==> src/rtl/supply_guard_pkg.sv <==
package supply_guard_pkg;

  typedef enum logic [1:0] {
    SG_DOWN = 2'd0,
    SG_WAIT = 2'd1,
    SG_UP   = 2'd2
  } sgState_e;

  typedef struct packed {
    logic clrHold;
    logic incHold;
  } sgStrobe_t;

endpackage

==> src/rtl/sg_sync.sv <==
module sg_sync #(
  parameter int WIDTH = 1,
  parameter int STAGES = 2,
  parameter logic [WIDTH-1:0] RESET_VAL = '0
) (
  input  logic             clk,
  input  logic             rstN,
  input  logic [WIDTH-1:0] din,
  output logic [WIDTH-1:0] dout
);

  logic [STAGES-1:0][WIDTH-1:0] chain;

  always_ff @(posedge clk or negedge rstN) begin
    if (!rstN) begin
      chain <= {STAGES{RESET_VAL}};
    end else begin
      chain[0] <= din;
      for (int i = 1; i < STAGES; i++) begin
        chain[i] <= chain[i-1];
      end
    end
  end

  assign dout = chain[STAGES-1];

endmodule

==> src/rtl/sg_datapath.sv <==
module sg_datapath
  import supply_guard_pkg::*;
#(
  parameter int HOLD_CYCLES = 500000,
  parameter int FILTER_CYCLES = 7500,
  parameter int SYNC_STAGES = 2
) (
  input  logic      clk,
  input  logic      rstN,
  input  logic      belowLowAsync,
  input  logic      aboveHystAsync,
  input  logic      modeSelNAsync,
  input  sgStrobe_t strobe,
  output logic      supplyGood,
  output logic      supplyFail,
  output logic      holdDone
);

  localparam int HOLD_W = $clog2(HOLD_CYCLES + 1);
  localparam logic [HOLD_W-1:0] HOLD_LAST = HOLD_W'(HOLD_CYCLES - 1);

  logic [2:0] syncOut;
  logic belowS, aboveS, modeSelNS, filtMode, dipLong;

  // all asynchronous inputs go through the synchronizer chain first
  sg_sync #(
    .WIDTH(3),
    .STAGES(SYNC_STAGES),
    .RESET_VAL(3'b101)
  ) u_sync (
    .clk (clk),
    .rstN(rstN),
    .din ({belowLowAsync, aboveHystAsync, modeSelNAsync}),
    .dout(syncOut)
  );

  assign belowS    = syncOut[2];
  assign aboveS    = syncOut[1];
  assign modeSelNS = syncOut[0];
  assign filtMode  = !modeSelNS;

  // Dip-duration filter: counts consecutive below-threshold cycles
  generate
    if (FILTER_CYCLES == 0) begin : g_noFilter
      assign dipLong = 1'b1;
    end else begin : g_filter
      localparam int DIP_W = $clog2(FILTER_CYCLES + 1);
      localparam logic [DIP_W-1:0] DIP_MAX = DIP_W'(FILTER_CYCLES);
      logic [DIP_W-1:0] dipCnt;

      always_ff @(posedge clk or negedge rstN) begin
        if (!rstN) begin
          dipCnt <= '0;
        end else if (!belowS) begin
          dipCnt <= '0;
        end else if (dipCnt != DIP_MAX) begin
          dipCnt <= dipCnt + 1'b1;
        end
      end

      assign dipLong = (dipCnt == DIP_MAX);

      assert_dip_bound_R6: assert property (@(posedge clk) disable iff (!rstN)
        dipCnt <= DIP_MAX);

      // the counter only advances while the synchronized dip persists
      assert_dip_clears_R6: assert property (@(posedge clk) disable iff (!rstN)
        !belowS |=> dipCnt == '0);
    end
  endgenerate

  // Mode-dependent qualification
  always_comb begin
    if (filtMode) begin
      supplyFail = belowS && dipLong;
      supplyGood = !belowS;
    end else begin
      supplyFail = belowS;
      supplyGood = aboveS && !belowS;
    end
  end

  // Shared power-good hold timer
  logic [HOLD_W-1:0] holdCnt;

  always_ff @(posedge clk or negedge rstN) begin
    if (!rstN) begin
      holdCnt <= '0;
    end else if (strobe.clrHold) begin
      holdCnt <= '0;
    end else if (strobe.incHold) begin
      holdCnt <= holdCnt + 1'b1;
    end
  end

  assign holdDone = (holdCnt == HOLD_LAST);

  assert_hold_bound_R4: assert property (@(posedge clk) disable iff (!rstN)
    holdCnt <= HOLD_LAST);

endmodule

==> src/rtl/sg_control.sv <==
module sg_control
  import supply_guard_pkg::*;
(
  input  logic      clk,
  input  logic      rstN,
  input  logic      supplyGood,
  input  logic      supplyFail,
  input  logic      holdDone,
  output sgStrobe_t strobe,
  output logic      holdInactive,
  output logic      deactReq
);

  sgState_e state, stateNext;
  logic deactNext;

  always_comb begin
    stateNext      = state;
    deactNext      = 1'b0;
    strobe.clrHold = 1'b0;
    strobe.incHold = 1'b0;
    unique case (state)
      SG_DOWN: begin
        strobe.clrHold = 1'b1;
        if (supplyGood && !supplyFail) stateNext = SG_WAIT;
      end
      SG_WAIT: begin
        if (supplyFail) begin
          stateNext      = SG_DOWN;
          strobe.clrHold = 1'b1;
        end else if (holdDone) begin
          stateNext      = SG_UP;
          strobe.clrHold = 1'b1;
        end else begin
          strobe.incHold = 1'b1;
        end
      end
      SG_UP: begin
        strobe.clrHold = 1'b1;
        if (supplyFail) begin
          stateNext = SG_DOWN;
          deactNext = 1'b1;
        end
      end
      default: begin
        stateNext      = SG_DOWN;
        strobe.clrHold = 1'b1;
      end
    endcase
  end

  always_ff @(posedge clk or negedge rstN) begin
    if (!rstN) begin
      state    <= SG_DOWN;
      deactReq <= 1'b0;
    end else begin
      state    <= stateNext;
      deactReq <= deactNext;
    end
  end

  assign holdInactive = (state != SG_UP);

  assert_deact_single_R8: assert property (@(posedge clk) disable iff (!rstN)
    deactReq |=> !deactReq);

  assert_deact_on_drop_R8: assert property (@(posedge clk) disable iff (!rstN)
    deactReq |-> (holdInactive && !$past(holdInactive)));

  assert_release_after_hold_R4: assert property (@(posedge clk) disable iff (!rstN)
    $fell(holdInactive) |-> $past(holdDone));

  assert_fail_drops_R3: assert property (@(posedge clk) disable iff (!rstN)
    (!holdInactive && supplyFail) |=> (holdInactive && deactReq));

endmodule

==> src/rtl/supply_guard.sv <==
module supply_guard
  import supply_guard_pkg::*;
#(
  parameter int HOLD_CYCLES = 500000,
  parameter int FILTER_CYCLES = 7500,
  parameter int SYNC_STAGES = 2
) (
  input  logic clk,
  input  logic rstN,
  input  logic belowLow,
  input  logic aboveHyst,
  input  logic modeSelN,
  input  logic actReq,
  output logic holdInactive,
  output logic deactReq,
  output logic actGrant
);

  sgStrobe_t strobe;
  logic supplyGood, supplyFail, holdDone;

  sg_datapath #(
    .HOLD_CYCLES(HOLD_CYCLES),
    .FILTER_CYCLES(FILTER_CYCLES),
    .SYNC_STAGES(SYNC_STAGES)
  ) u_datapath (
    .clk           (clk),
    .rstN          (rstN),
    .belowLowAsync (belowLow),
    .aboveHystAsync(aboveHyst),
    .modeSelNAsync (modeSelN),
    .strobe        (strobe),
    .supplyGood    (supplyGood),
    .supplyFail    (supplyFail),
    .holdDone      (holdDone)
  );

  sg_control u_control (
    .clk         (clk),
    .rstN        (rstN),
    .supplyGood  (supplyGood),
    .supplyFail  (supplyFail),
    .holdDone    (holdDone),
    .strobe      (strobe),
    .holdInactive(holdInactive),
    .deactReq    (deactReq)
  );

  // commands are blocked while the interface is held inactive
  assign actGrant = actReq && !holdInactive;

endmodule

==> config.mk <==
export PLATFORM = sky130hd
export DESIGN_NAME = supply_guard
export DESIGN_NICKNAME = d
export VERILOG_FILES = /design/src/rtl/supply_guard_pkg.sv /design/src/rtl/sg_sync.sv /design/src/rtl/sg_datapath.sv /design/src/rtl/sg_control.sv /design/src/rtl/supply_guard.sv
export SDC_FILE = /design/constraint.sdc
export NUM_CORES = 1
export LEC_CHECK = 0
export BUFFER_PORTS_ARGS = -buffer_cell sky130_fd_sc_hd__buf_4
export CORE_MARGIN = 2
export CORE_UTILIZATION = 35
export DETAILED_ROUTE_END_ITERATION = 10
export PLACE_DENSITY_LB_ADDON = 0.1
export SLEW_MARGIN = 10
export SYNTH_ARGS = -nofsm -noshare
export SYNTH_HDL_FRONTEND = slang
export SYNTH_SLANG_ARGS = --single-unit
==> constraint.sdc <==
create_clock -name clk -period 5.62 [get_ports clk]
set_input_delay 0.562 -clock clk [delete_from_list [all_inputs] [get_ports clk]]
set_output_delay 0.562 -clock clk [all_outputs]
set_load 0.1 [all_outputs]
Word-level counts from Yosys, hierarchy flattened

Index checks and enable logic that the tools add are counted.

Add/subtract/negate cells: 2
Equal/unequal tests: 10
Multiplexer cells: 19
Reductions and logical operators: 10

Operator list:

| kind                  | number |
|---|---|
| $mux 19               | 2 |
| $mux 13               | 2 |
| $add 19x1->19 const B | 1 |
| $eq 19x19->1 const B  | 1 |
| $add 13x1->13 const B | 1 |
| $eq 13x13->1 const B  | 1 |
| $ne 13x13->1 const B  | 1 |
| $mux 1                | 10 |
| $mux 2                | 4 |
| $ne 2x1->1 const B    | 3 |
| $pmux 2 s3            | 1 |
| $logic_and 1x1->1     | 4 |
| $logic_not 1->1       | 3 |
| $ne 3x2->1 const B    | 1 |
| $reduce_and 3->1      | 1 |
| $eq 2x1->1 const B    | 1 |
| $eq 2x2->1 const B    | 1 |
| $logic_not 2->1       | 1 |
| $ne 2x2->1 const B    | 1 |
| $reduce_bool 2->1     | 1 |

Register bits after elaboration: 41
Input bits: 6
Output and inout port bits: 3
Word-level logic and storage cells: 47

Depth between registers and ports, before layout

Depth in word-level cells: 7
Gate-level depth with buffers: 7
Depth with buffers taken out: 6

Modules after synthesis

Synthesis repeated with hierarchy kept, for this count alone.

Cell total of the unflattened synthesis: 201
Area total of the unflattened synthesis: 2040.7 um2

By module, submodules not included:

| module       | instances | cells each | area each (um2) |
|---|---|---|---|
| sg_datapath  | 1         | 179        | 1716.6 |
| sg_sync      | 1         | 9          | 177.7 |
| sg_control   | 1         | 12         | 132.6 |
| supply_guard | 1         | 1          | 13.8 |

Least setup slack after synthesis

Ideal clock, no wire load.

Path type: register -> output
Start: register u_control.state[0]
End: output port actGrant
Data arrival time: 2.571 ns
Required time: 5.058 ns
Path slack: 2.487 ns
Cell stages (with the launch flop): 3
Buffers on the path: 0
Cells stage by stage: dfrtp_1 -> nand2b_1 -> nor2_1

Cells in the longest elaborated chain, start to end: 3

Ends and longest elaborated chain:

| item                     | RTL line           | text |
|---|---|---|
| start: declaration       | sg_control.sv:14   | `sgState_e state, stateNext;` |
| start signal: assignment | sg_control.sv:57   | `state <= stateNext;` |
| $ne 2x2->1               | sg_control.sv:62   | `assign holdInactive = (state != SG_UP);` |
| via holdInactive         | supply_guard.sv:14 | `output logic holdInactive,` |
| $logic_not 1->1          | supply_guard.sv:50 | `assign actGrant = actReq && !holdInactive;` |
| $logic_and 1x1->1        | supply_guard.sv:50 |  |
| end: declaration         | supply_guard.sv:16 | `output logic actGrant` |

The timed path passes the listed nets, and every way through them passes these cells.

Final worst setup path

Start: register u_datapath.holdCnt[0]
End: register u_control.state[0]

Cells in the longest elaborated chain, start to end: 3

Ends and longest elaborated chain:

| item                       | RTL line          | text |
|---|---|---|
| start: declaration         | sg_datapath.sv:84 | `logic [HOLD_W-1:0] holdCnt;` |
| start signal: assignment   | sg_datapath.sv:92 | `holdCnt <= holdCnt + 1'b1;` |
| $eq 19x19->1               | sg_datapath.sv:96 | `assign holdDone = (holdCnt == HOLD_LAST);` |
| $ne 3x2->1 (no line)       | --                |  |
| $reduce_and 3->1 (no line) | --                |  |

Every way passes these cells.
A chain may end at the register's enable or synchronous reset.

==> results.md <==
- Fin. Hold Viols: 0
- Gr usage total: 0.138
- Wire length on met2: 1.73 mm
- H-Tree Level Count: 2
- CTS sink count: 41
- Initial antenna violation count: 0
- Non-filler instance count after layout: around 270
- Clk_lat worst skew: slightly below 0.3 ns
- Rel. slew slack: 0.191
- Reg-to-reg endpoint: u_control.state[0]
- Power Dens Cells: 273 nW/um^2
- Number of cells on the worst reg-to-reg path: 5
- Reg area: 1030 sq um
- Setup slack, reg-to-reg: 3.31 ns
- Area occupied by multi-input gates: 856 sq um
- Post-synthesis cell type count: 33
- Die X: 78.4 um
- Total length of routed met3 wires: 86 um
- Post-CTS Resized: 0
- Die ar.: 6150 sq um
- Largest net degree at the start of global routing: 42
- CTS buffer count: 5
- Yosys warning total: 0
- Post-synth top flop: dfrtp_1
- Post-DRT Antenna Nets: 0
- Leak: 0.871 nW
- Final slew viol count: 0
- Routed wire length: 3.72 mm
- CTS tree: done
- Vias in the first global route: 1367
- IO Pins: 9
- Placed cell count: roughly 270
- Port buffer count: 8
- # DRC: 0
- Drt pass-1 iters: 4
- Peak Freq: 432 MHz
- 1st-iter DRT viols: a little under 70
- Ranking of synthesized cells by area: dfrtp_1, dfstp_2, xnor2_1, xor2_1, nor3_1
- Starting Density: 0.357
- Post-Syn Nets: 200
- Post-synthesis register bit count: 41
- Highest Signal Layer: met4
- GPL Wtd Cong: about 0.79
- First-pass GRT wire length: 6.72 mm
- N_diodes: 0
- Area leader, netlist: dfrtp_1
- CTS root buf: clkbuf_8
- RSZ-0062 raised after global routing: no
- Metal-1 WL: roughly 1.9 mm
- Synth Instances: 191
- Die H: roughly 78 um
- Nets@finish: around 210
- Clock Pin Slew Worst Setup and Hold Paths: 0.09 ns
- Setup_tns: 0 ns
- Skew final: 0.0134 ns
- Wire length per cell: 13.6 um
- FP Rows: 27
- Outcome: complete, no violations
- Area Overhead vs Synth: 13.2%
- Mapped Avg Cell Area: 10.2 sq um
- Worst Setup Start Kind: flop
- Fillers: 544
- Post-CTS Setup Bufs: 0
- Detailed Place HPWL: about 2.5 mm
- Total grt overflow: 0
- Synth Cell Area: between 1500 and 2000 sq um
- Core Region: 5440 sq um
- Crit. End Element: flop
- Tightest Pin Transition: roughly 1.2 ns
- Maxcap violations: 0
- Share of flip-flops with an asynchronous set or reset: 1.00
- Worst path arrival time: 2.43 ns
- Most frequent cell after synthesis: dfrtp_1
- Synth cell count leaders: dfrtp_1, nor3_1, nor2_1
- Vias per cell: just over 5
- Crit path max fanout: 19
- Final setup vio count: 0
- Hold_buf cts: 0
- Peak VDD IR: between 100 and 150 uV
- Period utilisation layout: 0.411
- CTS Buffer Depth: 2
- HP Class: primary input to asynchronous set/reset pin
- RR Startpoint: u_datapath.holdCnt[0]
- Setup Crit Path Kind: flop to flop
- Overall via count from detail_route: about 1400
- Top-area cell type share of the netlist area: 0.477
- Min cycle time layout: roughly 2.3 ns
- Worst endpoint required time: ~5.7 ns
- Sequential share of the synthesized area: 0.532
- Layout cells sized above 1: 0.129
- EDFF count, synth: 0
## per-stage QoR
stage / setup WS (ns) / area, sq um / total power, mW / util / hold WS (ns)
floorplan: 2.49 / 1940 / 0.341 / - / 0.266
global placement: 3.43 / 2070 / 0.358 / 0.381 / 0.338
detailed placement: 3.32 / 2070 / 0.359 / 0.381 / 0.347
CTS: 3.32 / 2190 / 0.607 / 0.403 / 0.253
global route: 3.09 / 2190 / 0.629 / 0.403 / 0.271
finish: 3.31 / 2190 / 0.599 / 0.403 / 0.229
## how the worst max path moves through the flow
stage | start | to | slack (ns) | cells after the start
5_1_grt | u_datapath.holdCnt[0] | u_control.state[0] | 3.09 | 5
4_1_cts | u_datapath.holdCnt[0] | u_control.state[0] | 3.32 | 5
2_1_floorplan | u_control.state[0] | actGrant | 2.49 | 2
6_report | u_datapath.holdCnt[0] | u_control.state[0] | 3.31 | 5
3_3_place_gp | u_datapath.holdCnt[0] | u_control.state[0] | 3.43 | 5
3_5_place_dp | u_datapath.holdCnt[0] | u_control.state[0] | 3.32 | 5
## placed cells by master, fill, tap and decap left out, drive strengths merged
master / synthesis / final
nor2: 16 / 16
buf: 1 / 9
xor2: 10 / 10
a31o: 1 / 1
nand3: 12 / 12
o21bai: 1 / 1
xnor2: 11 / 11
a21oi: 2 / 2
ha: 3 / 3
and3: 1 / 1
and4: 4 / 4
o41ai: 1 / 1
nor4bb: 2 / 2
nor3: 17 / 17
dfstp: 4 / 4
o31ai: 1 / 1
nand2b: 3 / 3
mux2i: 1 / 1
a211oi: 4 / 4
clkinvlp: 0 / 1
and2: 3 / 3
inv: 8 / 8
nor4: 5 / 5
dfrtp: 37 / 37
or4: 2 / 2
nor3b: 2 / 2
nand2: 11 / 11
nand4: 9 / 9
clkbuf: 6 / 6
a31oi: 3 / 3
o21ai: 7 / 7
bufinv: 0 / 1
or3: 3 / 3
## critical path: stages (launching register included)
cell and delay (ns):
dfrtp_1 0.40, ha_1 0.23, and4_2 0.26, nand2_1 0.08, nor3_2 0.96, o21ai_0 0.21
## routing by layer
| metal | GRT usage | vias up |
|---|---|---|
| met5 | 0 | - |
| met4 | 0.0421 | 0 |
| met3 | 0.0345 | 4 |
| met2 | 0.214 | 13 |
| met1 | 0.191 | 680 |
| li1 | - | 697 |
## kinds of logic after synthesis
family | after synthesis | synth area share
fa+ha+maj | 3 | 0.0194
simple gates | 90 | 0.254
xor+xnor | 21 | 0.0948
flops | 41 | 0.532
buf+inv | 15 | 0.0297
compound gates | 20 | 0.0652
mux | 1 | 0.00516
## where the power goes
| group | total, mW | internal [mW] | switching (mW) |
|---|---|---|---|
| logic | 0.0383 | 0.0138 | 0.0245 |
| registers | 0.314 | 0.306 | 0.00836 |
| clock network | 0.246 | 0.144 | 0.102 |
## state kept, by name, indices dropped and copies added (netlist names)
register                    flops
u_control.deactReq              1
u_datapath.u_sync.chain         3
u_control.state                 2
u_datapath.g_filter.dipCnt     13
u_datapath.u_sync.dout          3
u_datapath.holdCnt             19
## cell type report
class                      count  area share
tap                           72      0.0410
inverter                       8      0.0137
multi-input combinational    135       0.390
clock inverter                 2      0.0171
sequential                    41       0.470
timing repair buffer           9      0.0308
clock buffer                   6      0.0376
Power figures use the tool's default switching activity.
